`config.mk`:
```
export PLATFORM = sky130hd
export DESIGN_NAME = cellvid_gen
export DESIGN_NICKNAME = d
export VERILOG_FILES = /design/src/rtl/cellvid_pkg.sv /design/src/rtl/cellvid_pxen.sv /design/src/rtl/cellvid_timing.sv /design/src/rtl/cellvid_fetch.sv /design/src/rtl/cellvid_gen.sv
export SDC_FILE = /design/constraint.sdc
export NUM_CORES = 1
export LEC_CHECK = 0
export BUFFER_PORTS_ARGS = -buffer_cell sky130_fd_sc_hd__buf_2
export CORE_MARGIN = 1.5
export CORE_UTILIZATION = 45
export CTS_BUF_LIST = sky130_fd_sc_hd__clkbuf_8
export CTS_CLUSTER_DIAMETER = 200
export CTS_CLUSTER_SIZE = 20
export DETAILED_ROUTE_END_ITERATION = 6
export PLACE_DENSITY = 0.64
export SLEW_MARGIN = 20
export SYNTH_ARGS = -nofsm -noshare
export SYNTH_HDL_FRONTEND = slang
export SYNTH_HIERARCHICAL = 1
export SYNTH_SLANG_ARGS = --single-unit
```
`constraint.sdc`:
```
create_clock -name clk -period 6.18 [get_ports clk]
set_input_delay 1.236 -clock clk [delete_from_list [all_inputs] [get_ports clk]]
set_output_delay 1.236 -clock clk [all_outputs]
set_load 0.02 [all_outputs]
```
`src/rtl/cellvid_pkg.sv`:
```
package cellvid_pkg;
  localparam int CELL_W  = 16;
  localparam int CELL_H  = 8;
  localparam int IDX_W   = 10;
  localparam int WADDR_W = 16;
  localparam int ACC_W   = 11;
  localparam int CNT_W   = 12;

  typedef struct packed {
    logic [2:0]       fg;
    logic [2:0]       bg;
    logic [IDX_W-1:0] idx;
  } cell_entry_t;

  typedef enum logic [2:0] {
    F_IDLE, F_TLO, F_THI, F_TCAP, F_GLO, F_GHI, F_GCAP
  } fetch_st_t;

  // word holding the descriptor of a cell
  function automatic logic [WADDR_W-1:0] table_word(input int row, input int col, input int cols);
    return WADDR_W'(row * cols + col);
  endfunction

  // word holding one line of a glyph
  function automatic logic [WADDR_W-1:0] glyph_word(input logic [WADDR_W-1:0] base,
                                                    input logic [IDX_W-1:0] idx,
                                                    input logic [2:0] line);
    return base + {3'b000, idx, 3'b000} + {13'b0, line};
  endfunction

  // true when v lies in [lo, lo+len)
  function automatic logic in_span(input int v, input int lo, input int len);
    return (v >= lo) && (v < lo + len);
  endfunction
endpackage

```
`src/rtl/cellvid_pxen.sv`:
```
module cellvid_pxen
  import cellvid_pkg::*;
#(
  parameter int INC = 776
) (
  input  logic clk,
  input  logic rst_n,
  output logic en
);
  logic [ACC_W-1:0] acc_q;
  logic [ACC_W:0]   sum;

  assign sum = {1'b0, acc_q} + (ACC_W+1)'(INC);
  assign en  = sum[ACC_W];

  always_ff @(posedge clk or negedge rst_n) begin
    if (!rst_n) acc_q <= '0;
    else        acc_q <= sum[ACC_W-1:0];
  end


  carry_wrap_chk: assert property (@(posedge clk) disable iff (!rst_n)
    en |=> (acc_q < ACC_W'(INC)));
endmodule

```
`src/rtl/cellvid_timing.sv`:
```
module cellvid_timing
  import cellvid_pkg::*;
#(
  parameter int H_TOT = 800,
  parameter int V_TOT = 525
) (
  input  logic             clk,
  input  logic             rst_n,
  input  logic             pix_en,
  output logic [CNT_W-1:0] hcnt,
  output logic [CNT_W-1:0] vcnt
);
  logic h_last, v_last;
  assign h_last = (hcnt == CNT_W'(H_TOT - 1));
  assign v_last = (vcnt == CNT_W'(V_TOT - 1));

  always_ff @(posedge clk or negedge rst_n) begin
    if (!rst_n) begin
      hcnt <= '0;
      vcnt <= '0;
    end else if (pix_en) begin
      if (h_last) begin
        hcnt <= '0;
        vcnt <= v_last ? '0 : vcnt + 1'b1;
      end else begin
        hcnt <= hcnt + 1'b1;
      end
    end
  end


  hcnt_range_chk: assert property (@(posedge clk) disable iff (!rst_n)
    hcnt < CNT_W'(H_TOT));

  vcnt_hold_chk: assert property (@(posedge clk) disable iff (!rst_n)
    (pix_en && !h_last) |=> $stable(vcnt));
endmodule

```
`src/rtl/cellvid_fetch.sv`:
```
module cellvid_fetch
  import cellvid_pkg::*;
#(
  parameter int               COLS       = 32,
  parameter logic [WADDR_W-1:0] GLYPH_BASE = 16'hE000
) (
  input  logic               clk,
  input  logic               rst_n,
  input  logic               start,
  input  logic [CNT_W-1:0]   row,
  input  logic [CNT_W-1:0]   col,
  input  logic [2:0]         line,
  output logic               mem_rd,
  output logic               mem_hi,
  output logic [WADDR_W-1:0] mem_addr,
  input  logic [7:0]         mem_rdata,
  output logic               busy,
  output logic [CELL_W-1:0]  nxt_word,
  output logic [2:0]         nxt_fg,
  output logic [2:0]         nxt_bg
);
  fetch_st_t   st;
  logic [7:0]  lo_q;
  logic [2:0]  line_q, fg_p, bg_p;
  cell_entry_t ent;

  assign ent  = cell_entry_t'({mem_rdata, lo_q});
  assign busy = (st != F_IDLE);

  always_ff @(posedge clk or negedge rst_n) begin
    if (!rst_n) begin
      st       <= F_IDLE;
      mem_rd   <= 1'b0;
      mem_hi   <= 1'b0;
      mem_addr <= '0;
      lo_q     <= '0;
      line_q   <= '0;
      fg_p     <= '0;
      bg_p     <= '0;
      nxt_word <= '0;
      nxt_fg   <= '0;
      nxt_bg   <= '0;
    end else begin
      case (st)
        F_IDLE: if (start) begin
          st       <= F_TLO;
          mem_rd   <= 1'b1;
          mem_hi   <= 1'b0;
          mem_addr <= table_word(int'(row), int'(col), COLS);
          line_q   <= line;
        end
        F_TLO: begin
          st     <= F_THI;
          mem_hi <= 1'b1;
        end
        F_THI: begin
          st     <= F_TCAP;
          mem_rd <= 1'b0;
          mem_hi <= 1'b0;
          lo_q   <= mem_rdata;
        end
        F_TCAP: begin
          st       <= F_GLO;
          mem_rd   <= 1'b1;
          mem_hi   <= 1'b0;
          mem_addr <= glyph_word(GLYPH_BASE, ent.idx, line_q);
          fg_p     <= ent.fg;
          bg_p     <= ent.bg;
        end
        F_GLO: begin
          st     <= F_GHI;
          mem_hi <= 1'b1;
        end
        F_GHI: begin
          st     <= F_GCAP;
          mem_rd <= 1'b0;
          mem_hi <= 1'b0;
          lo_q   <= mem_rdata;
        end
        F_GCAP: begin
          st       <= F_IDLE;
          nxt_word <= {mem_rdata, lo_q};
          nxt_fg   <= fg_p;
          nxt_bg   <= bg_p;
        end
        default: st <= F_IDLE;
      endcase
    end
  end


  byte_order_chk: assert property (@(posedge clk) disable iff (!rst_n)
    (mem_rd && !mem_hi) |=> (mem_rd && mem_hi && $stable(mem_addr)));

  start_idle_chk: assert property (@(posedge clk) disable iff (!rst_n)
    start |-> !busy);
endmodule

```
`src/rtl/cellvid_gen.sv`:
```
module cellvid_gen
  import cellvid_pkg::*;
#(
  parameter int PHASE_INC = 776,
  parameter int H_VIS = 640,
  parameter int H_FP = 16,
  parameter int H_SYNC = 96,
  parameter int H_BP = 48,
  parameter int V_VIS = 480,
  parameter int V_FP = 10,
  parameter int V_SYNC = 2,
  parameter int V_BP = 33,
  parameter int COLS = 32,
  parameter int ROWS = 32,
  parameter logic [15:0] GLYPH_BASE = 16'hE000
) (
  input  logic        clk,
  input  logic        rst_n,
  output logic        mem_rd,
  output logic        mem_hi,
  output logic [15:0] mem_addr,
  input  logic [7:0]  mem_rdata,
  output logic        pix_tick,
  output logic [2:0]  pix_rgb,
  output logic        hsync_n,
  output logic        vsync_n
);
  localparam int H_TOT  = H_VIS + H_FP + H_SYNC + H_BP;
  localparam int V_TOT  = V_VIS + V_FP + V_SYNC + V_BP;
  localparam int PANE_W = COLS * CELL_W;
  localparam int PANE_H = ROWS * CELL_H;
  localparam int H_BRD  = (H_VIS - PANE_W) / 2;
  localparam int V_BRD  = (V_VIS - PANE_H) / 2;
  localparam int HS_BEG = H_VIS + H_FP;
  localparam int VS_BEG = V_VIS + V_FP;

  logic             pix_en;
  logic [CNT_W-1:0] hcnt, vcnt;

  cellvid_pxen #(.INC(PHASE_INC)) u_pxen (
    .clk(clk), .rst_n(rst_n), .en(pix_en)
  );

  cellvid_timing #(.H_TOT(H_TOT), .V_TOT(V_TOT)) u_timing (
    .clk(clk), .rst_n(rst_n), .pix_en(pix_en), .hcnt(hcnt), .vcnt(vcnt)
  );

  // position decode, brought out as named events
  int   hpos, vpos, frel, lrel, vrel;
  logic h_in, v_in, in_pane, fetch_start, load_evt, fetch_busy;
  always_comb begin
    hpos = int'(hcnt);
    vpos = int'(vcnt);
    frel = hpos - (H_BRD - CELL_W);
    lrel = hpos - (H_BRD - 1);
    vrel = vpos - V_BRD;
  end
  assign h_in        = in_span(hpos, H_BRD, PANE_W);
  assign v_in        = in_span(vpos, V_BRD, PANE_H);
  assign in_pane     = h_in && v_in;
  assign fetch_start = pix_en && v_in && in_span(frel, 0, PANE_W) && (frel % CELL_W == 0);
  assign load_evt    = pix_en && v_in && in_span(lrel, 0, PANE_W) && (lrel % CELL_W == 0);

  logic [CNT_W-1:0]  f_row, f_col;
  logic [2:0]        f_line;
  logic [CELL_W-1:0] nxt_word;
  logic [2:0]        nxt_fg, nxt_bg;
  assign f_row  = CNT_W'(vrel / CELL_H);
  assign f_col  = CNT_W'(frel / CELL_W);
  assign f_line = 3'(vrel % CELL_H);

  cellvid_fetch #(.COLS(COLS), .GLYPH_BASE(GLYPH_BASE)) u_fetch (
    .clk(clk), .rst_n(rst_n), .start(fetch_start),
    .row(f_row), .col(f_col), .line(f_line),
    .mem_rd(mem_rd), .mem_hi(mem_hi), .mem_addr(mem_addr), .mem_rdata(mem_rdata),
    .busy(fetch_busy), .nxt_word(nxt_word), .nxt_fg(nxt_fg), .nxt_bg(nxt_bg)
  );

  // shifter: loaded one pixel before its cell, bit 15 shown first
  logic [CELL_W-1:0] sh;
  logic [2:0]        cur_fg, cur_bg;
  always_ff @(posedge clk or negedge rst_n) begin
    if (!rst_n) begin
      sh     <= '0;
      cur_fg <= '0;
      cur_bg <= '0;
    end else if (load_evt) begin
      sh     <= nxt_word;
      cur_fg <= nxt_fg;
      cur_bg <= nxt_bg;
    end else if (pix_en && in_pane) begin
      sh <= {sh[CELL_W-2:0], 1'b0};
    end
  end

  always_ff @(posedge clk or negedge rst_n) begin
    if (!rst_n) begin
      pix_tick <= 1'b0;
      pix_rgb  <= '0;
      hsync_n  <= 1'b1;
      vsync_n  <= 1'b1;
    end else begin
      pix_tick <= pix_en;
      if (pix_en) begin
        pix_rgb <= in_pane ? (sh[CELL_W-1] ? cur_fg : cur_bg) : 3'b000;
        hsync_n <= !in_span(hpos, HS_BEG, H_SYNC);
        vsync_n <= !in_span(vpos, VS_BEG, V_SYNC);
      end
    end
  end


  load_ready_chk: assert property (@(posedge clk) disable iff (!rst_n)
    load_evt |-> !fetch_busy);
endmodule

```
==> impl_results.md <==
* Area of the multi-input gates at 0.00354 mm^2
* Hold Startpoint: u_fetch/bg_p[1]
* Maximum vdd drop at 0.187 mV
* Cell Area, Synth at 0.00681 mm^2
* Layout fillers at 1,330
* # resized after CTS at 0
* Final Max Slew Viols at 0
* Initial core utilization at 0.465
* Total die area at 0.0159 mm^2
* Worst Hold Class: flop to flop
* Vias at 4,850
* Ys Warns at 6
* Clock transition at path regs at 70 ps
* Detailed-route DRC error count at 0
* Share of cells above drive strength 1 at 0.247
* Clock Skew at 8.76 ps
* CP Max Fanout at 14
* CTS tree: built
* CTS root buf: clkbuf_8
* Detail Placement HPWL at 10,200 um
* Hold_buf cts at 0
* H-tree levels at 4
* Initial DRC Count at 273
* Final Instance Area at 0.00744 mm^2
* Total Wirelength at 14,500 um
* Slew margin rel. at 0.408
* GRT Overall Usage at 0.193
* Average size of a mapped cell at 10.9 um^2
* Crit path time final at 4630 ps
* DRT antenna net count at 0
* Leak at 3.47 nW
* Placed cell area at 0.00703 mm^2
* Syn Nets at 659
* Area growth from synthesis to layout at 9.24%
* Port Buffer Count at 33
* Gr busiest metal: met2
* Largest net degree at the start of global routing at 67
* Drt wl/cell at 17.1 um
* Max Cap Viol at 0
* Postcts setup bufs at 0
* CP Launch Point: u_timing/hcnt[4]
* Crit Reg-Reg Startpoint: u_timing/hcnt[4]
* Hold Slack at 484 ps
* Chip Height at 126 um
* Clock Latency Late Sink at 440 ps
* Diode count at 0
* Vias in the first global route at 4,807
* Crit. End Element: flop
* CP max stage cell: dfrtp_1
* Worst-Margin Slew at 865 ps
* Unrepaired setup endpoints after global routing: false
* GR Layer Usage met3 at 0.0501
* GRT met2 Usage at 0.326
* Global-route wire length before repair at 24,200 um
* Die X at 126 um
* CP max stage delay at 520 ps
* Kind of critical path: flop to flop
* Post-Synthesis Cells at 624
* I/O pins at 34
* Drt pass-1 iters at 6
* Critical Path AT at 4930 ps
* # setup viols final at 0
* Reg area at 0.00301 mm^2
* Critical-path cell list: ha_1 -> or3_1 -> nor3_1 -> nand2_1 -> nor2_1 -> ha_1 -> nand2_1 -> nor4_1 -> a41o_1 -> xor2_1 -> ha_1 -> inv_1 -> fa_1 -> nor2b_1 -> o31ai_1 -> a211oi_2 -> xnor2_1 -> a21oi_1
* Inserted Clock Buffers at 17
* Sinks on Clock Net at 120
* Post-route clock period utilization at 0.749
* Setup Total Neg Slack at 0 ps
* Worst EP required at 6480 ps
* Initial antenna violation count at 0
* GRT Residual Overflow at 0
* Most common cell on crit path: ha_1
* Final hold vios at 0
* Status: complete, no violations
* Met1 global-route usage at 0.243
* Rows at 44
* Crit start category: flop
* Max Root-Sink Buffers at 2
* Final RePlAce weighted congestion at 0.878
* Peak Freq at 216 MHz
* Core area at 0.0146 mm^2
* PD cells at 202 mW/mm^2
* Final net count at 686
* Via density at 5.72
-- flip-flops by register name, summed over array words and instances (netlist names), 3 cells and up --
name,count
cur_bg,3
cur_fg,3
pix_rgb,3
sh,16
u_fetch/bg_p,3
u_fetch/fg_p,3
u_fetch/line_q,3
u_fetch/lo_q,8
u_fetch/mem_addr,16
u_fetch/nxt_bg,3
u_fetch/nxt_fg,3
u_fetch/nxt_word,16
u_fetch/st,3
u_pxen/acc_q,8
u_timing/hcnt,12
u_timing/vcnt,12
-- power by group --
part	leakage, nW	internal [W]	switching (W)
clock network	0.196	0.000375	0.000315
registers	1.59	0.000788	0.00000141
logic	1.69	0.00000468	0.0000188
total	3.47	0.00117	0.000336
-- worst paths after layout --
check,end,slack [ps],cells past startpoint
max in group asynchronous,u_timing/hcnt[4],4090,2
setup / recovery,u_fetch/mem_addr[15],1550,18
min in group asynchronous,sh[10],890,1
hold reg to reg,u_fetch/bg_p[1],480,2
setup reg to reg,u_fetch/mem_addr[15],1550,18
hold / removal,u_fetch/bg_p[1],480,2
-- worst max-delay path, delay by kind of cell, from the launching register on --
kind | cells | cell delay [ps]
xor gates and xnor gates | 2 | 300
adders and majority gates | 4 | 1190
buffers and inverters | 1 | 70
AOI/OAI and AO/OA | 4 | 680
DFF | 1 | 520
and+or+nand+nor | 7 | 1760
-- layout by cell type, fill, tap and decap left out, drive strengths merged, types with 8 or more instances in the layout --
master / instances
dfrtp: 118
mux2: 71
nand2: 62
buf: 36
o21ai: 30
nor2: 27
xnor2: 26
ha: 24
inv: 24
nand3: 23
a21oi: 22
nor3: 20
clkbuf: 19
xor2: 15
and3: 11
a22o: 10
nor4: 10
a22oi: 10
nand4: 9
nor2b: 8
a211oi: 8
-- per-layer routing --
layer | vias to the layer above | wire, um
met5 | - | 0
met4 | 0 | 141
met3 | 11 | 615
met2 | 101 | 7330
met1 | 2420 | 6410
li1 | 2318 | -
-- final cells by class --
type,count,share of cell area
multi-input combinational,455,0.475
sequential,120,0.404
clock buffer,19,0.0351
tap,184,0.0309
timing repair buffer,36,0.0266
clock inverter,13,0.0175
inverter,21,0.0106
-- metrics by stage --
stage                     setup WS, ps  utilization  total power, W  instances
final                             1550        0.508         0.00150        848
after global routing              1130        0.508         0.00156        848
after CTS                         1610        0.507         0.00153        847
after detailed placement          1610        0.480        0.000829        815
after global placement            1870        0.480        0.000828        815
after floorplan                   2090            -        0.000806        624
(Power assumes the default switching activity.)
